File: src/rtl/lpd_pkg.sv
package lpd_pkg;
  localparam int CNT_W   = 11;
  localparam int HI_LEN  = 16;
  localparam int MIN_N   = 32;

  function automatic logic [CNT_W-1:0] floor_ratio(input logic [CNT_W-1:0] req);
    if (req < CNT_W'(MIN_N)) floor_ratio = CNT_W'(MIN_N);
    else                     floor_ratio = req;
  endfunction
endpackage

File: src/rtl/lpd_halver.sv
module lpd_halver (
  input  logic clk,
  input  logic rst,
  input  logic halve_en,
  output logic tick
);
  logic phase_q;

  always_ff @(posedge clk) begin
    if (rst)           phase_q <= 1'b0;
    else if (halve_en) phase_q <= ~phase_q;
    else               phase_q <= 1'b0;
  end

  assign tick = halve_en ? phase_q : 1'b1;
endmodule

File: src/rtl/lpd_ratio_latch.sv
module lpd_ratio_latch #(
  parameter int CNT_W = lpd_pkg::CNT_W
) (
  input  logic             clk,
  input  logic             rst,
  input  logic             wrap,
  input  logic [CNT_W-1:0] ratio_in,
  output logic [CNT_W-1:0] n_active
);
  always_ff @(posedge clk) begin
    if (rst || wrap) n_active <= lpd_pkg::floor_ratio(ratio_in);
  end
endmodule

File: src/rtl/lpd_line_counter.sv
module lpd_line_counter #(
  parameter int CNT_W  = lpd_pkg::CNT_W,
  parameter int HI_LEN = lpd_pkg::HI_LEN
) (
  input  logic             clk,
  input  logic             rst,
  input  logic             tick,
  input  logic [CNT_W-1:0] n_active,
  output logic             wrap,
  output logic [CNT_W-1:0] count,
  output logic             fb
);
  localparam logic [CNT_W-1:0] ONE  = CNT_W'(1);
  localparam logic [CNT_W-1:0] HI_C = CNT_W'(HI_LEN);

  logic [CNT_W-1:0] next_count;
  logic             at_end;

  assign at_end     = (count == n_active - ONE);
  assign wrap       = tick && at_end;
  assign next_count = count + ONE;

  always_ff @(posedge clk) begin
    if (rst) begin
      count <= '0;
      fb    <= 1'b0;
    end else if (tick) begin
      if (at_end) begin
        count <= '0;
        fb    <= 1'b0;
      end else begin
        count <= next_count;
        if (next_count == n_active - HI_C) fb <= 1'b1;
      end
    end
  end
endmodule

File: src/rtl/line_pixel_divider.sv
module line_pixel_divider #(
  parameter int CNT_W  = lpd_pkg::CNT_W,
  parameter int HI_LEN = lpd_pkg::HI_LEN
) (
  input  logic             clk,
  input  logic             rst,
  input  logic [CNT_W-1:0] ratio_in,
  input  logic             halve_en,
  output logic             fb_pulse,
  output logic [CNT_W-1:0] pix_count
);
  logic             cnt_tick;
  logic             line_wrap;
  logic [CNT_W-1:0] n_active;

  lpd_halver u_halver (
    .clk      (clk),
    .rst      (rst),
    .halve_en (halve_en),
    .tick     (cnt_tick)
  );

  lpd_ratio_latch #(.CNT_W(CNT_W)) u_latch (
    .clk      (clk),
    .rst      (rst),
    .wrap     (line_wrap),
    .ratio_in (ratio_in),
    .n_active (n_active)
  );

  lpd_line_counter #(.CNT_W(CNT_W), .HI_LEN(HI_LEN)) u_counter (
    .clk      (clk),
    .rst      (rst),
    .tick     (cnt_tick),
    .n_active (n_active),
    .wrap     (line_wrap),
    .count    (pix_count),
    .fb       (fb_pulse)
  );
endmodule

File: config.mk
export PLATFORM = sky130hd
export DESIGN_NAME = line_pixel_divider
export DESIGN_NICKNAME = d
export VERILOG_FILES = /design/src/rtl/lpd_pkg.sv /design/src/rtl/lpd_halver.sv /design/src/rtl/lpd_ratio_latch.sv /design/src/rtl/lpd_line_counter.sv /design/src/rtl/line_pixel_divider.sv
export SDC_FILE = /design/constraint.sdc
export NUM_CORES = 1
export LEC_CHECK = 0
export BUFFER_PORTS_ARGS = -buffer_cell sky130_fd_sc_hd__clkbuf_2
export CORE_ASPECT_RATIO = 0.75
export CORE_MARGIN = 10
export CORE_UTILIZATION = 35
export CTS_CLUSTER_SIZE = 20
export DETAILED_ROUTE_END_ITERATION = 10
export SYNTH_ARGS = -nofsm -noshare
export SYNTH_HDL_FRONTEND = slang
export SYNTH_SLANG_ARGS = --single-unit
File: constraint.sdc
create_clock -name clk -period 4.4 [get_ports clk]
set_input_delay 0.22 -clock clk [delete_from_list [all_inputs] [get_ports clk]]
set_output_delay 0.22 -clock clk [all_outputs]
set_load 0.01 [all_outputs]
==> impl_metrics.sql <==
INSERT INTO impl_metrics (metric_group, metric, value, unit) VALUES
('floorplan', 'placementRows', '22', ''),
('drt', 'dr_total_vias', '1594', ''),
('global_routing', 'grt_use_met1', '15.2', '%'),
('global_routing', 'grtUsageTotal', '10.3', '%'),
('global_routing', 'grt_overflow_total', '0', ''),
('synthesis', 'synth_area', '1860', 'um^2'),
('placement', 'gp_congestion', '0.848', ''),
('timing', 'period_share', '77.0', '%'),
('synthesis', 'post_synth_num_cell_types', '51', ''),
('clocking', 'clockBufferDepth', '2', ''),
('synthesis', 'ys_seq_elements', '24', ''),
('cells_and_area', 'design.final.nets', '249', ''),
('power_and_ir_drop', 'power.leakage', '0.792', 'nW'),
('outcome', 'status', 'finished clean', ''),
('timing', 'fin_hold_ws', '0.133', 'ns'),
('clocking', 'cts_made_buffers', '3', ''),
('drt', 'ant_nets', '0', ''),
('clocking', 'cts_root_buf', 'sky130_fd_sc_hd__clkbuf_8', ''),
('critical_path', 'critical_path_peak_fanout', '12', ''),
('clocking', 'cts.clk_slew.worst_paths', '0.09', 'ns'),
('synthesis', 'seq_area_frac_synth', '31.8', '%'),
('cells_and_area', 'flow.area_growth_from_synthesis', '10.2', '%'),
('synthesis', 'yosys_most_used_dff', 'sky130_fd_sc_hd__dfxtp_1', ''),
('global_routing', 'grt_max_degree', '15', ''),
('drt', 'avgViaCountPerCell', '5.28', ''),
('clocking', 'cts_resized', '0', ''),
('global_routing', 'grt_use_met3', '3.01', '%'),
('drt', 'drc_errors', '0', ''),
('cells_and_area', 'fillers', '553', ''),
('clocking', 'clkLatencyLatePin', '0.27', 'ns'),
('timing', 'final-hold-violation-count', '0', ''),
('drt', 'wirelength', '4510', 'um'),
('critical_path', 'worst_setup_path_start_kind', 'flip-flop', ''),
('global_routing', 'global_route.usage.met2', '14.4', '%'),
('global_routing', 'grt.busiest_layer', 'met1', ''),
('worst_hold_path', 'hold_class', 'input pin to flip-flop', ''),
('clocking', 'post_cts_buffers', '0', ''),
('placement', 'dp_hpwl', '3500', 'um'),
('clocking', 'clock_sink_count', '24', ''),
('timing', 'fin_crit', '3.39', 'ns'),
('floorplan', 'core_area', '5010', 'um^2'),
('cells_and_area', 'layout-drive-gt1-share', '14.8', '%'),
('global_routing', 'first_global_vias', '1490', ''),
('drt', 'drtIter0Drc', '76', ''),
('timing', 'timing.clock.skew', '0.00412', 'ns'),
('global_routing', 'grt_pass1_wl', '7500', 'um'),
('timing', 'drv_slew', '0', ''),
('synthesis', 'edff_count_synth', '11', ''),
('placement', 'buffer_ports.inserted', '25', ''),
('global_routing', 'grt_antenna_before_repair', '0', ''),
('synthesis', 'ys_async_sr_fraction', '0', '%'),
('floorplan', 'design.die.area', '8660', 'um^2'),
('clocking', 'cts.hold.buffers_added', '0', ''),
('synthesis', 'post_syn_nets', '235', ''),
('clocking', 'tritoncts', 'done', ''),
('timing', 'setup_repair_after_global_routing_missed_its_margin', 'false', ''),
('timing', 'worst_slew_pin_slew', '0.868', 'ns'),
('critical_path', 'worst_path_arrival', '3.31', 'ns'),
('critical_path', 'timing.critical_path.required', '4.32', 'ns'),
('floorplan', 'number_of_top_level_pins', '26', ''),
('timing', 'setup_tns', '0', 'ns'),
('critical_path', 'timing.setup.critical_path_class', 'flip-flop to flip-flop', ''),
('clocking', 'h_tree_levels', '1', ''),
('timing', 'tightest_slew_margin_relative_to_the_limit', '42.0', '%'),
('drt', 'detailedRoute.firstPassIterationCount', '4', ''),
('power_and_ir_drop', 'power_per_cell_area', '248', 'nW/um^2'),
('floorplan', 'initial_cell_density_of_the_core', '37.1', '%'),
('critical_path', 'timing.critical_path.to_type', 'flip-flop', ''),
('timing', 'number_of_setup_violations_in_the_final_report', '0', ''),
('synthesis', 'syn-instance-count', '217', ''),
('cells_and_area', 'diodes', '0', ''),
('flow_run', 'max_cap_violations', '0', ''),
('floorplan', 'die_width', '104', 'um'),
('floorplan', 'die_height', '83.1', 'um'),
('drt', 'wl_per_cell', '14.9', 'um'),
('synthesis', 'syn_area_per_cell', '8.57', 'um^2'),
('synthesis', 'yosysWarnings', '0', ''),
('timing', 'max_freq', '295', 'MHz'),
('power_and_ir_drop', 'peakVddDrop', '0.000107', 'V');
## logic make-up (layout without fill, tap and decap cells)
| logic type | count (synthesis) | after routing | synth area share, % |
|---|---|---|---|
| and+or+nand+nor | 90 | 90 | 28.2 |
| AOI/OAI and AO/OA | 45 | 45 | 17.4 |
| xor gates and xnor gates | 25 | 25 | 11.8 |
| DFF | 24 | 24 | 31.8 |
| buffers and inverters | 24 | 37 | 5.45 |
| muxes | 5 | 5 | 2.69 |
| adders and majority gates | 4 | 4 | 2.69 |
## registers in the layout, summed over array words and instances (netlist names)
signal and count:
u_counter.count 11, u_latch.n_active 11, u_counter.fb 1, u_halver.phase_q 1
## critical path: stages (launching register included)
cell and delay, ns:
sky130_fd_sc_hd__edfxtp_1 0.46, sky130_fd_sc_hd__inv_1 0.09, sky130_fd_sc_hd__ha_1 0.23, sky130_fd_sc_hd__or3b_1 0.41, sky130_fd_sc_hd__a21bo_1 0.25, sky130_fd_sc_hd__or4_1 0.51
sky130_fd_sc_hd__o211a_2 0.19, sky130_fd_sc_hd__nor4b_4 0.41, sky130_fd_sc_hd__a21o_1 0.48
## layout by cell type, fill, tap and decap left out, types with 2 or more instances in the layout
master	count
sky130_fd_sc_hd__a21o_1	6
sky130_fd_sc_hd__a211oi_1	2
sky130_fd_sc_hd__dfxtp_1	13
sky130_fd_sc_hd__nand4_1	4
sky130_fd_sc_hd__nand2_1	14
sky130_fd_sc_hd__clkbuf_2	25
sky130_fd_sc_hd__and2_1	5
sky130_fd_sc_hd__xor2_1	7
sky130_fd_sc_hd__ha_1	4
sky130_fd_sc_hd__xnor2_1	18
sky130_fd_sc_hd__mux2i_1	5
sky130_fd_sc_hd__nand2b_1	4
sky130_fd_sc_hd__nor2_1	10
sky130_fd_sc_hd__o21ai_0	4
sky130_fd_sc_hd__a2bb2oi_1	2
sky130_fd_sc_hd__or4_1	2
sky130_fd_sc_hd__inv_1	8
sky130_fd_sc_hd__and3_1	3
sky130_fd_sc_hd__nor4_1	5
sky130_fd_sc_hd__nand3_1	11
sky130_fd_sc_hd__nor3b_1	4
sky130_fd_sc_hd__or3_1	7
sky130_fd_sc_hd__nor3_1	7
sky130_fd_sc_hd__edfxtp_1	11
sky130_fd_sc_hd__o211ai_1	3
sky130_fd_sc_hd__clkbuf_8	3
sky130_fd_sc_hd__a21oi_1	13
sky130_fd_sc_hd__o22ai_1	2
sky130_fd_sc_hd__nor2b_1	6
## worst paths after layout
check	start	endpoint	slack, ns	cells past startpoint
worst max register to register	u_latch.n_active[0]	u_latch.n_active[1]	1.01	8
worst min-delay path	ratio_in[10]	u_latch.n_active[10]	0.13	1
worst min register to register	u_counter.fb	u_counter.fb	0.49	2
worst max-delay path	u_latch.n_active[0]	u_latch.n_active[1]	1.01	8
## area by class of cell
| type | instances | area [um^2] | share of cell area [%] |
|---|---|---|---|
| Multi-Input combinational cell | 169 | 1170 | 57.0 |
| Sequential cell | 24 | 591 | 28.8 |
| Timing Repair Buffer | 25 | 125 | 6.11 |
| Tap cell | 72 | 90.1 | 4.40 |
| Clock buffer | 4 | 45.0 | 2.20 |
| Inverter | 8 | 30.0 | 1.47 |
## synth_stat cells, types with 2 or more instances
| master | number | share of area [%] |
|---|---|---|
| sky130_fd_sc_hd__inv_1 | 8 | 1.6 |
| sky130_fd_sc_hd__nor2_1 | 10 | 2.0 |
| sky130_fd_sc_hd__a21oi_1 | 13 | 3.5 |
| sky130_fd_sc_hd__buf_4 | 2 | 0.81 |
| sky130_fd_sc_hd__nand4_1 | 4 | 1.3 |
| sky130_fd_sc_hd__nand3_1 | 11 | 3.0 |
| sky130_fd_sc_hd__nand2b_1 | 4 | 1.3 |
| sky130_fd_sc_hd__nor3b_1 | 4 | 1.6 |
| sky130_fd_sc_hd__nor2b_1 | 6 | 2.0 |
| sky130_fd_sc_hd__o22ai_1 | 2 | 0.67 |
| sky130_fd_sc_hd__a211oi_1 | 2 | 0.81 |
| sky130_fd_sc_hd__a21o_1 | 6 | 2.4 |
| sky130_fd_sc_hd__or4_1 | 2 | 0.81 |
| sky130_fd_sc_hd__dfxtp_1 | 13 | 14 |
| sky130_fd_sc_hd__clkbuf_1 | 11 | 2.2 |
| sky130_fd_sc_hd__ha_1 | 4 | 2.7 |
| sky130_fd_sc_hd__nor3_1 | 7 | 1.9 |
| sky130_fd_sc_hd__nor4_1 | 5 | 1.7 |
| sky130_fd_sc_hd__xnor2_1 | 18 | 8.5 |
| sky130_fd_sc_hd__nand2_1 | 14 | 2.8 |
| sky130_fd_sc_hd__buf_2 | 3 | 0.81 |
| sky130_fd_sc_hd__xor2_1 | 7 | 3.3 |
| sky130_fd_sc_hd__o211ai_1 | 3 | 1.2 |
| sky130_fd_sc_hd__edfxtp_1 | 11 | 18 |
| sky130_fd_sc_hd__or3_1 | 7 | 2.4 |
| sky130_fd_sc_hd__and2_1 | 5 | 1.7 |
| sky130_fd_sc_hd__mux2i_1 | 5 | 2.7 |
| sky130_fd_sc_hd__and3_1 | 3 | 1.0 |
| sky130_fd_sc_hd__o21ai_0 | 4 | 1.1 |
| sky130_fd_sc_hd__a2bb2oi_1 | 2 | 0.94 |
## power by group
group / total [W] / leakage (nW) / internal (W) / switching [W]
combinational: 0.000105 / 0.557 / 0.0000482 / 0.0000572
clock: 0.000139 / 0.0228 / 0.0000649 / 0.0000737
sequential: 0.000264 / 0.213 / 0.000245 / 0.0000184
total: 0.000508 / 0.792 / 0.000358 / 0.000149
## metal layers
layer,part of all wire (%),vias up
met2,41,31
met5,0,-
li1,-,807
met3,5.3,5
met1,54,751
met4,0.62,0
## stage by stage
stage / utilization (%) / total power (W) / cell area, um^2 / worst slack, ns / cells
final: 40.9 / 0.000508 / 2050 / 1.01 / 302
after global routing: 40.9 / 0.000534 / 2050 / 0.803 / 302
after CTS: 40.9 / 0.000511 / 2050 / 0.989 / 302
after detailed placement: 40.0 / 0.000374 / 2000 / 1.01 / 298
after global placement: 40.0 / 0.000373 / 2000 / 1.07 / 298
after floorplan: - / 0.000348 / 1860 / 1.34 / 217
Power figures use the tool's default switching activity.
